$ cat src/rtl/lms_wu_pkg.sv
package lms_wu_pkg;
  typedef enum logic [1:0] {
    DIG_ZERO  = 2'd0,
    DIG_ONE   = 2'd1,
    DIG_TWO   = 2'd2,
    DIG_THREE = 2'd3
  } digit_e;
endpackage

$ cat src/rtl/lms_wu_ppg.sv
module lms_wu_ppg
  import lms_wu_pkg::*;
#(
  parameter int W = 16,
  parameter int L = 8
) (
  input  logic signed [W-1:0]   mue_i,
  input  logic signed [W+1:0]   mue3_i,
  input  logic        [L-1:0]   x_i,
  output logic [(L/2)*(W+2)-1:0] pp_o
);
  localparam int H  = L / 2;
  localparam int PW = W + 2;

  logic signed [PW-1:0] one_x, two_x, neg_one_x, neg_two_x;
  assign one_x     = PW'(mue_i);
  assign two_x     = one_x <<< 1;
  assign neg_one_x = -one_x;
  assign neg_two_x = -two_x;

  for (genvar j = 0; j < H; j++) begin : g_dig
    digit_e dig;
    assign dig = digit_e'(x_i[2*j +: 2]);
    if (j == H - 1) begin : g_msd
      // top digit is signed: {0, 1, -2, -1}
      always_comb begin
        unique case (dig)
          DIG_ZERO:  pp_o[j*PW +: PW] = '0;
          DIG_ONE:   pp_o[j*PW +: PW] = one_x;
          DIG_TWO:   pp_o[j*PW +: PW] = neg_two_x;
          DIG_THREE: pp_o[j*PW +: PW] = neg_one_x;
          default:   pp_o[j*PW +: PW] = '0;
        endcase
      end
    end else begin : g_lsd
      always_comb begin
        unique case (dig)
          DIG_ZERO:  pp_o[j*PW +: PW] = '0;
          DIG_ONE:   pp_o[j*PW +: PW] = one_x;
          DIG_TWO:   pp_o[j*PW +: PW] = two_x;
          DIG_THREE: pp_o[j*PW +: PW] = mue3_i;
          default:   pp_o[j*PW +: PW] = '0;
        endcase
      end
    end
  end
endmodule

$ cat src/rtl/lms_wu_sadd.sv
module lms_wu_sadd #(
  parameter int W = 16,
  parameter int L = 8
) (
  input  logic                     clk_i,
  input  logic                     rst_ni,
  input  logic [(L/2)*(W+2)-1:0]   pp_i,
  output logic signed [W+L-1:0]    prod_o
);
  localparam int H  = L / 2;
  localparam int HL = H / 2;
  localparam int PW = W + 2;
  localparam int P  = W + L;

  logic signed [P-1:0] lo_d, hi_d, lo_q, hi_q, term;

  always_comb begin
    lo_d = '0;
    hi_d = '0;
    term = '0;
    for (int j = 0; j < H; j++) begin
      term = P'($signed(pp_i[j*PW +: PW]));
      term = term <<< (2*j);
      if (j < HL) lo_d = lo_d + term;
      else        hi_d = hi_d + term;
    end
  end

  // single pipeline cut inside the tree
  always_ff @(posedge clk_i or negedge rst_ni) begin
    if (!rst_ni) begin
      lo_q <= '0;
      hi_q <= '0;
    end else begin
      lo_q <= lo_d;
      hi_q <= hi_d;
    end
  end

  assign prod_o = lo_q + hi_q;
endmodule

$ cat src/rtl/lms_weight_update.sv
module lms_weight_update #(
  parameter int N_TAPS   = 4,
  parameter int W        = 16,
  parameter int L        = 8,
  parameter int LI       = 1,
  parameter int MU_SHIFT = 3
) (
  input  logic                  clk_i,
  input  logic                  rst_ni,
  input  logic                  err_valid_i,
  input  logic [W-1:0]          err_i,
  input  logic [N_TAPS*L-1:0]   x_i,
  output logic [N_TAPS*W-1:0]   weights_o
);
  localparam int P  = W + L;
  localparam int LF = L - LI;
  localparam int H  = L / 2;
  localparam logic signed [P:0] SAT_HI = {{(P-W+2){1'b0}}, {(W-1){1'b1}}};
  localparam logic signed [P:0] SAT_LO = {{(P-W+2){1'b1}}, {(W-1){1'b0}}};

  logic signed [W-1:0]  mue_q;
  logic [N_TAPS*L-1:0]  x_q;
  logic                 vld_a, vld_b;
  logic signed [W+1:0]  mue3;

  always_ff @(posedge clk_i or negedge rst_ni) begin
    if (!rst_ni) begin
      mue_q <= '0;
      x_q   <= '0;
      vld_a <= 1'b0;
      vld_b <= 1'b0;
    end else begin
      mue_q <= $signed(err_i) >>> MU_SHIFT;
      x_q   <= x_i;
      vld_a <= err_valid_i;
      vld_b <= vld_a;
    end
  end

  // 3*mue shared by all taps
  assign mue3 = (W+2)'(mue_q) + ((W+2)'(mue_q) <<< 1);

  for (genvar i = 0; i < N_TAPS; i++) begin : g_tap
    logic [H*(W+2)-1:0]  pp;
    logic signed [P-1:0] prod, inc;
    logic signed [P:0]   sum;
    logic signed [W-1:0] w_q, w_d;

    lms_wu_ppg #(.W(W), .L(L)) u_ppg (
      .mue_i  (mue_q),
      .mue3_i (mue3),
      .x_i    (x_q[i*L +: L]),
      .pp_o   (pp)
    );

    lms_wu_sadd #(.W(W), .L(L)) u_sadd (
      .clk_i  (clk_i),
      .rst_ni (rst_ni),
      .pp_i   (pp),
      .prod_o (prod)
    );

    assign inc = prod >>> LF;
    assign sum = (P+1)'(w_q) + (P+1)'(inc);

    always_comb begin
      if (sum > SAT_HI)      w_d = {1'b0, {(W-1){1'b1}}};
      else if (sum < SAT_LO) w_d = {1'b1, {(W-1){1'b0}}};
      else                   w_d = sum[W-1:0];
    end

    always_ff @(posedge clk_i or negedge rst_ni) begin
      if (!rst_ni)    w_q <= '0;
      else if (vld_b) w_q <= w_d;
    end

    assign weights_o[i*W +: W] = w_q;
  end
endmodule

$ cat config.mk
export PLATFORM = sky130hd
export DESIGN_NAME = lms_weight_update
export DESIGN_NICKNAME = d
export VERILOG_FILES = /design/src/rtl/lms_wu_pkg.sv /design/src/rtl/lms_wu_ppg.sv /design/src/rtl/lms_wu_sadd.sv /design/src/rtl/lms_weight_update.sv
export SDC_FILE = /design/constraint.sdc
export NUM_CORES = 1
export LEC_CHECK = 0
export BUFFER_PORTS_ARGS = -buffer_cell sky130_fd_sc_hd__buf_2
export CORE_AREA = 4 4 225 227
export DETAILED_ROUTE_END_ITERATION = 6
export DIE_AREA = 0 0 229 231
export GPL_TIMING_DRIVEN = 0
export PLACE_DENSITY = 0.78
export SKIP_LAST_GASP = 1
export SLEW_MARGIN = 20
export SYNTH_ARGS = -nofsm -noshare
export SYNTH_HDL_FRONTEND = slang
export SYNTH_SLANG_ARGS = --single-unit
$ cat constraint.sdc
create_clock -name clk_i -period 7.25 [get_ports clk_i]
set_input_delay 0.3625 -clock clk_i [delete_from_list [all_inputs] [get_ports clk_i]]
set_output_delay 0.3625 -clock clk_i [all_outputs]
set_load 0.05 [all_outputs]
# == Yosys cells after proc, flatten, opt, wreduce, memory -nomap -nowiden ==
# Cells that the tools add are included.
# totals
out_inout_bits,64
inputBits,51
word_cells,131
register_bits,303
# op_classes
n_addsub,19
reduce_logical,16
muxes,24
magnitude_cmp,8
n_eq_ne,48
# ops
op,n
one-hot mux 18 bit (4 select lines),16
two-way mux 16 bit,8
adder 22 x 24 -> 24 bit,4
adder 24 bit,4
adder 18 x 20 -> 21 bit,4
adder 16 x 17 -> 18 bit,4
"> comparator 18 x 16 -> 1 bit, second input constant",4
"< comparator 18 x 16 -> 1 bit, second input constant",4
"equality test 2 bit, second input constant",32
"equality test 2 x 1 -> 1 bit, second input constant",16
logical NOT 2 bit,16
negator 13 -> 18 bit,1
negator 14 -> 18 bit,1
adder 13 x 14 -> 15 bit,1

# == Longest topological paths before layout ==
# depth
ltp_word,5
depth_mapped,23
mapped_depth_nobuf,20

# == Modules after synthesis ==
# Synthesis repeated with hierarchy kept, for this count alone.
# unflattened
cells_unflattened,3424
area_unflattened_um2,29952.5
# modules_own_cells
module,n_inst,seq_area_each_um2,cells_per_inst,area_each_um2
lms_weight_update,1,2777.7,837,8060.2
lms_wu_ppg,4,0.0,263,1886.8
lms_wu_sadd (g_tap[2].u_sadd ...),2,1026.0,376,3540.9
lms_wu_sadd (g_tap[0].u_sadd),1,1026.0,411,3724.8
lms_wu_sadd (g_tap[1].u_sadd),1,1026.0,372,3538.4

# == Worst setup path after synthesis ==
# OpenSTA, ideal clock, no wires.
# synth_timing
kind,reg-to-reg
startpoint,register mue_q[2]
endpoint,register g_tap[0].u_sadd.hi_q[23]
required_ns,7.171
arrival_ns,5.085
stages_incl_launch_ff,23
path_buffers,3
setup_ns,0.079
slack_ns,2.086
synth_period_minus_slack_ns,5.164
path_cell_list,dfrtp_1 clkbuf_1 clkbuf_1 clkinv_1 ha_1 a21o_1 a21oi_1 o21bai_1 a21oi_1 o21bai_1 a21oi_1 xor2_1 clkbuf_1 o221ai_1 ha_1 a211o_1 a211oi_1 o21bai_1 a31o_2 a311o_1 a31o_2 a21oi_1 xor2_1
# synth_between
elab_chain_len,3
word_cells_on_any_way,6
cone_classes,add/sub: 4; mux: 2
# synth_rtl
element,line_no,source
from (decl),lms_weight_update.sv:21,logic signed [W-1:0] mue_q;
from (signal assigned),lms_weight_update.sv:33,mue_q <= $signed(err_i) >>> MU_SHIFT;
"adder 13 x 14 -> 15 bit, or another cell as far along",lms_weight_update.sv:41,assign mue3 = (W+2)'(mue_q) + ((W+2)'(mue_q) <<< 1);
one-hot mux 18 bit (4 select lines) (on tied branches),"lms_wu_ppg.sv:37, lms_wu_ppg.sv:27",
adder 22 x 24 -> 24 bit (*),lms_wu_sadd.sv:25,else hi_d = hi_d + term;
via g_tap[0].u_sadd.hi_d[23],lms_wu_sadd.sv:15,"logic signed [P-1:0] lo_d, hi_d, lo_q, hi_q, term;"
to (signal assigned),lms_wu_sadd.sv:36,hi_q <= hi_d;
to (decl),lms_wu_sadd.sv:15,
# The timed path passes the listed nets; every way through them passes the cells marked *.
# A chain may end at the register's enable or synchronous reset.

# == Final worst setup path ==
# layout_timing
startpoint,register mue_q[2]
endpoint,register g_tap[3].u_sadd.lo_q[22]
# layout_between
elab_chain_len,3
word_cells_on_any_way,4
cone_classes,add/sub: 2; mux: 2
# layout_rtl
element,line_no,source
adder 13 x 14 -> 15 bit,lms_weight_update.sv:41,
one-hot mux 18 bit (4 select lines),lms_wu_ppg.sv:37,unique case (dig)
adder 18 x 20 -> 21 bit (*),lms_wu_sadd.sv:24,if (j < HL) lo_d = lo_d + term;
via g_tap[3].u_sadd.lo_d[20],lms_wu_sadd.sv:15,
to (signal assigned),lms_wu_sadd.sv:35,lo_q <= lo_d;
to (decl),lms_wu_sadd.sv:15,
# Marked as above.

==> summary.txt <==
Run status
  • Status: finished with violations
  • Violated checks: design-rule violations

Synth
  • Ys async rst share: 100%
  • Library cells used by synthesis: 87
  • Yosys Warn Count: 0
  • Register bit total from synthesis: 259
  • Post-synth top area share: 26.9%
  • Syn Std Cell Area: 24100 sq um
  • Top-count cell post-synth: nand2_1
  • Main synth FF type: dfrtp_1
  • Synth top cells by count: nand2_1, ha_1, dfrtp_1, nor2_1, o21ai_0
  • Synth top area cells: dfrtp_1, ha_1, xnor2_1, nand2_1, o21ai_0
  • Syn Nets: 3251
  • Seq/Total Area, Yosys: 26.9%
  • Number of enable flip-flop cells after synthesis: 0
  • Synthesized netlist cell count: 2902
  • Dominant cell type by area after synthesis: dfrtp_1
  • Avg Synthesized Cell Area: 8.31 sq um

Timing
  • Final setup vio count: 0
  • Max Clock Freq: 142 MHz
  • Worst Tran Pin Value: 1070 ps
  • Fin crit share: 97.2%
  • Slew HR: 28.4%
  • Fin Setup TNS: 0 ps
  • Clock skew: 30.6 ps
  • Final hold slack: 349 ps
  • Hold Vio Cnt, Final: 0
  • Final min period: 7040 ps
  • RSZ-0062 raised after global routing: false
  • Pins Over Slew Limit: 0

Setup path
  • Reg2reg path depth: 21
  • CP required: 7720 ps
  • Worst Path Buf+Inv: 4
  • Worst-path fanout max: 10
  • Top Family by Delay on Critical Path: compound AO/OA/AOI/OAI gates
  • CP arrival: 7520 ps
  • CP max-delay cell: clkbuf_1
  • Endpoint class of the critical path: flip-flop
  • R2R Setup Slk: 210 ps
  • FF-to-FF Start: mue_q[2]
  • Worst Path Class, Setup: flip-flop to flip-flop
  • R2r endpoint: g_tap[3].u_sadd.lo_q[22]
  • CP Launch Type: flip-flop
  • Crit-path cells: clkbuf_1, clkbuf_2, clkinv_1, ha_1, a21o_1, a21oi_1, o21bai_1, a21oi_1, o21bai_1, and4_1, nor3_1, xor2_1, clkbuf_1, o221ai_1, ha_1, nand4_1, a21boi_0, a211oi_2, o31ai_1, a21oi_1, a31o_1
  • Slowest stage delay, CP: 740 ps
  • Most frequent CP cell: a21oi_1

Power and ir drop
  • Pwr Total: 14.2 mW
  • Worst IR Drop VDD: 0.327 mV
  • PD cells: 524 nW/um^2
  • Static leakage: 12.3 nW

Detailed routing
  • Via count: 23373
  • Post-DRT Antenna Nets: 0
  • DR pass1 iterations: 7
  • WL final: 78600 microns
  • Avg WL per Cell: 21.0 microns
  • Vias per Instance: 6.24
  • # DRC: 2
  • 1st-iter DRT viols: 2888

Die
  • Die Height: 231 microns
  • Core ar.: 48600 sq um
  • Top Ports: 115
  • Die width: 229 microns
  • DIE AREA: 52900 sq um
  • Initial Utilization: 49.6%
  • Cell Rows: 81

Min path
  • Hold/Removal Path Class: primary input to async pin

Finish
  • Post-route cell area: 27100 sq um
  • # nets final: 3444
  • Layout cells sized above 1: 7.44%
  • Area grow syn2layout: 12.5%

Clocking
  • Clock Latency Late Sink: 610 ps
  • # clock sinks: 259
  • CTS root buf: clkbuf_16
  • TritonCTS clock tree: yes
  • CTS Buf Count: 31
  • Max clock buf depth: 3
  • H-tree depth: 1
  • CTS clock-pin slew for the worst setup and hold paths: 60 ps

GRT
  • Vias in the first global route: 21800
  • Largest net degree at the start of global routing: 101
  • Overflow after GRT: 0
  • Antenna violations before repair: 5
  • Total GRT Usage: 28.6%
  • First-pass GRT wire length: 121000 microns

Placement
  • Placer Congestion: 1.06
  • Post-DP Area: 25500 sq um
  • IO Port Bufs: 111
  • DP HPWL: 57300 microns

Run
  • Max Cap Viol: 0
==> worst reg2reg max path, stage by stage (launching register included) <==
cell	delay, ps
dfrtp_1	420
clkbuf_1	520
clkbuf_2	470
clkinv_1	440
ha_1	470
a21o_1	200
a21oi_1	210
o21bai_1	90
a21oi_1	220
o21bai_1	120
and4_1	250
nor3_1	260
xor2_1	390
clkbuf_1	740
o221ai_1	290
ha_1	420
nand4_1	110
a21boi_0	290
a211oi_2	100
o31ai_1	370
a21oi_1	270
a31o_1	300
==> where the power goes <==
part	internal, mW	switching, mW	total [mW]	leakage [nW]
logic	4.29	5.97	10.3	8.70
registers	1.95	0.292	2.24	3.04
clock network	1.04	0.664	1.71	0.552
total	7.28	6.93	14.2	12.3
==> final cells by class <==
class                   count  area (sq um)
inverters                  95           357
fillers                  4448         21500
repair buffers            160          1090
well taps                 622           778
diodes                      2          5.00
clock buffers              37           838
flip-flops and latches    259          6480
clock inverters            21           285
multi-input cells        2375         16600
plain buffers             173           681
==> layer usage <==
metal  GRT usage [%]  vias to the layer above  routed length [microns]
li1                -                    10935                        -
met1            38.8                    10943                    33200
met2            43.1                     1207                    33000
met3            8.80                      280                     8920
met4            10.5                        8                     3430
met5               0                        -                       50
==> metrics by stage <==
stage | cells | utilization, % | setup WS (ps)
finish | 3744 | 55.8 | 206
global route | 3742 | 55.8 | 22.3
CTS | 3742 | 55.7 | 137
detailed placement | 3637 | 52.5 | 169
global placement | 3635 | 52.3 | 185
floorplan | 2902 | - | 2090
==> sequential cells by signal, summed over array words and instances, names as in the netlist <==
name               count
mue_q                 13
x_q                   32
g_tap.u_sadd.lo_q     68
g_tap.w_q             64
g_tap.u_sadd.hi_q     80
vld_a                  1
vld_b                  1
==> worst max path at each step <==
stage | from | to | slack (ps) | depth (start not counted)
3_3_place_gp | mue_q[2] | g_tap[0].u_sadd.hi_q[23] | 190 | 22
4_1_cts | mue_q[2] | g_tap[0].u_sadd.hi_q[23] | 140 | 22
3_5_place_dp | mue_q[2] | g_tap[3].u_sadd.lo_q[22] | 170 | 20
5_1_grt | mue_q[3] | g_tap[2].u_sadd.lo_q[16] | 20 | 20
2_1_floorplan | mue_q[2] | g_tap[0].u_sadd.hi_q[23] | 2090 | 22
6_report | mue_q[2] | g_tap[3].u_sadd.lo_q[22] | 210 | 21
==> logic make-up (layout without fill, tap and decap cells) <==
logic type / Yosys count / in the layout / share of synthesized area [%]
fa+ha+maj: 298 / 298 / 15.7
other cells: 0 / 2 / 0
buf+inv: 268 / 486 / 4.27
flops: 259 / 259 / 26.9
simple gates: 891 / 891 / 16.9
compound gates: 920 / 920 / 26.5
xor+xnor: 259 / 259 / 9.40
mux: 7 / 7 / 0.368
==> layout by cell type (no fill, tap or decap), types with 14 or more instances in the layout <==
| cell | count |
|---|---|
| a211o_1 | 24 |
| a211oi_1 | 22 |
| a21o_1 | 43 |
| a21oi_1 | 167 |
| a221o_1 | 43 |
| a22o_1 | 109 |
| and2_1 | 20 |
| and3_1 | 24 |
| buf_2 | 114 |
| clkbuf_1 | 150 |
| clkbuf_16 | 31 |
| dfrtp_1 | 259 |
| dlygate4sd3_1 | 47 |
| ha_1 | 289 |
| inv_1 | 93 |
| nand2_1 | 362 |
| nand2b_1 | 37 |
| nand3_1 | 32 |
| nand3b_1 | 14 |
| nand4_1 | 23 |
| nor2_1 | 227 |
| nor2b_1 | 55 |
| nor3_1 | 49 |
| o211ai_1 | 28 |
| o21a_1 | 37 |
| o21ai_0 | 216 |
| o21ai_1 | 18 |
| o21bai_1 | 16 |
| o221ai_1 | 48 |
| or2_2 | 14 |
| xnor2_1 | 192 |
| xor2_1 | 67 |
==> timing repair <==
item | in CTS | in global routing
hold endpoints to repair | 121 | 0
hold buffers | 47 | 0
resized for setup | 0 | 11
buffers inserted | 0 | 0
setup endpoints to repair | 0 | 34
No activity file was read; power rests on OpenSTA's default activity.
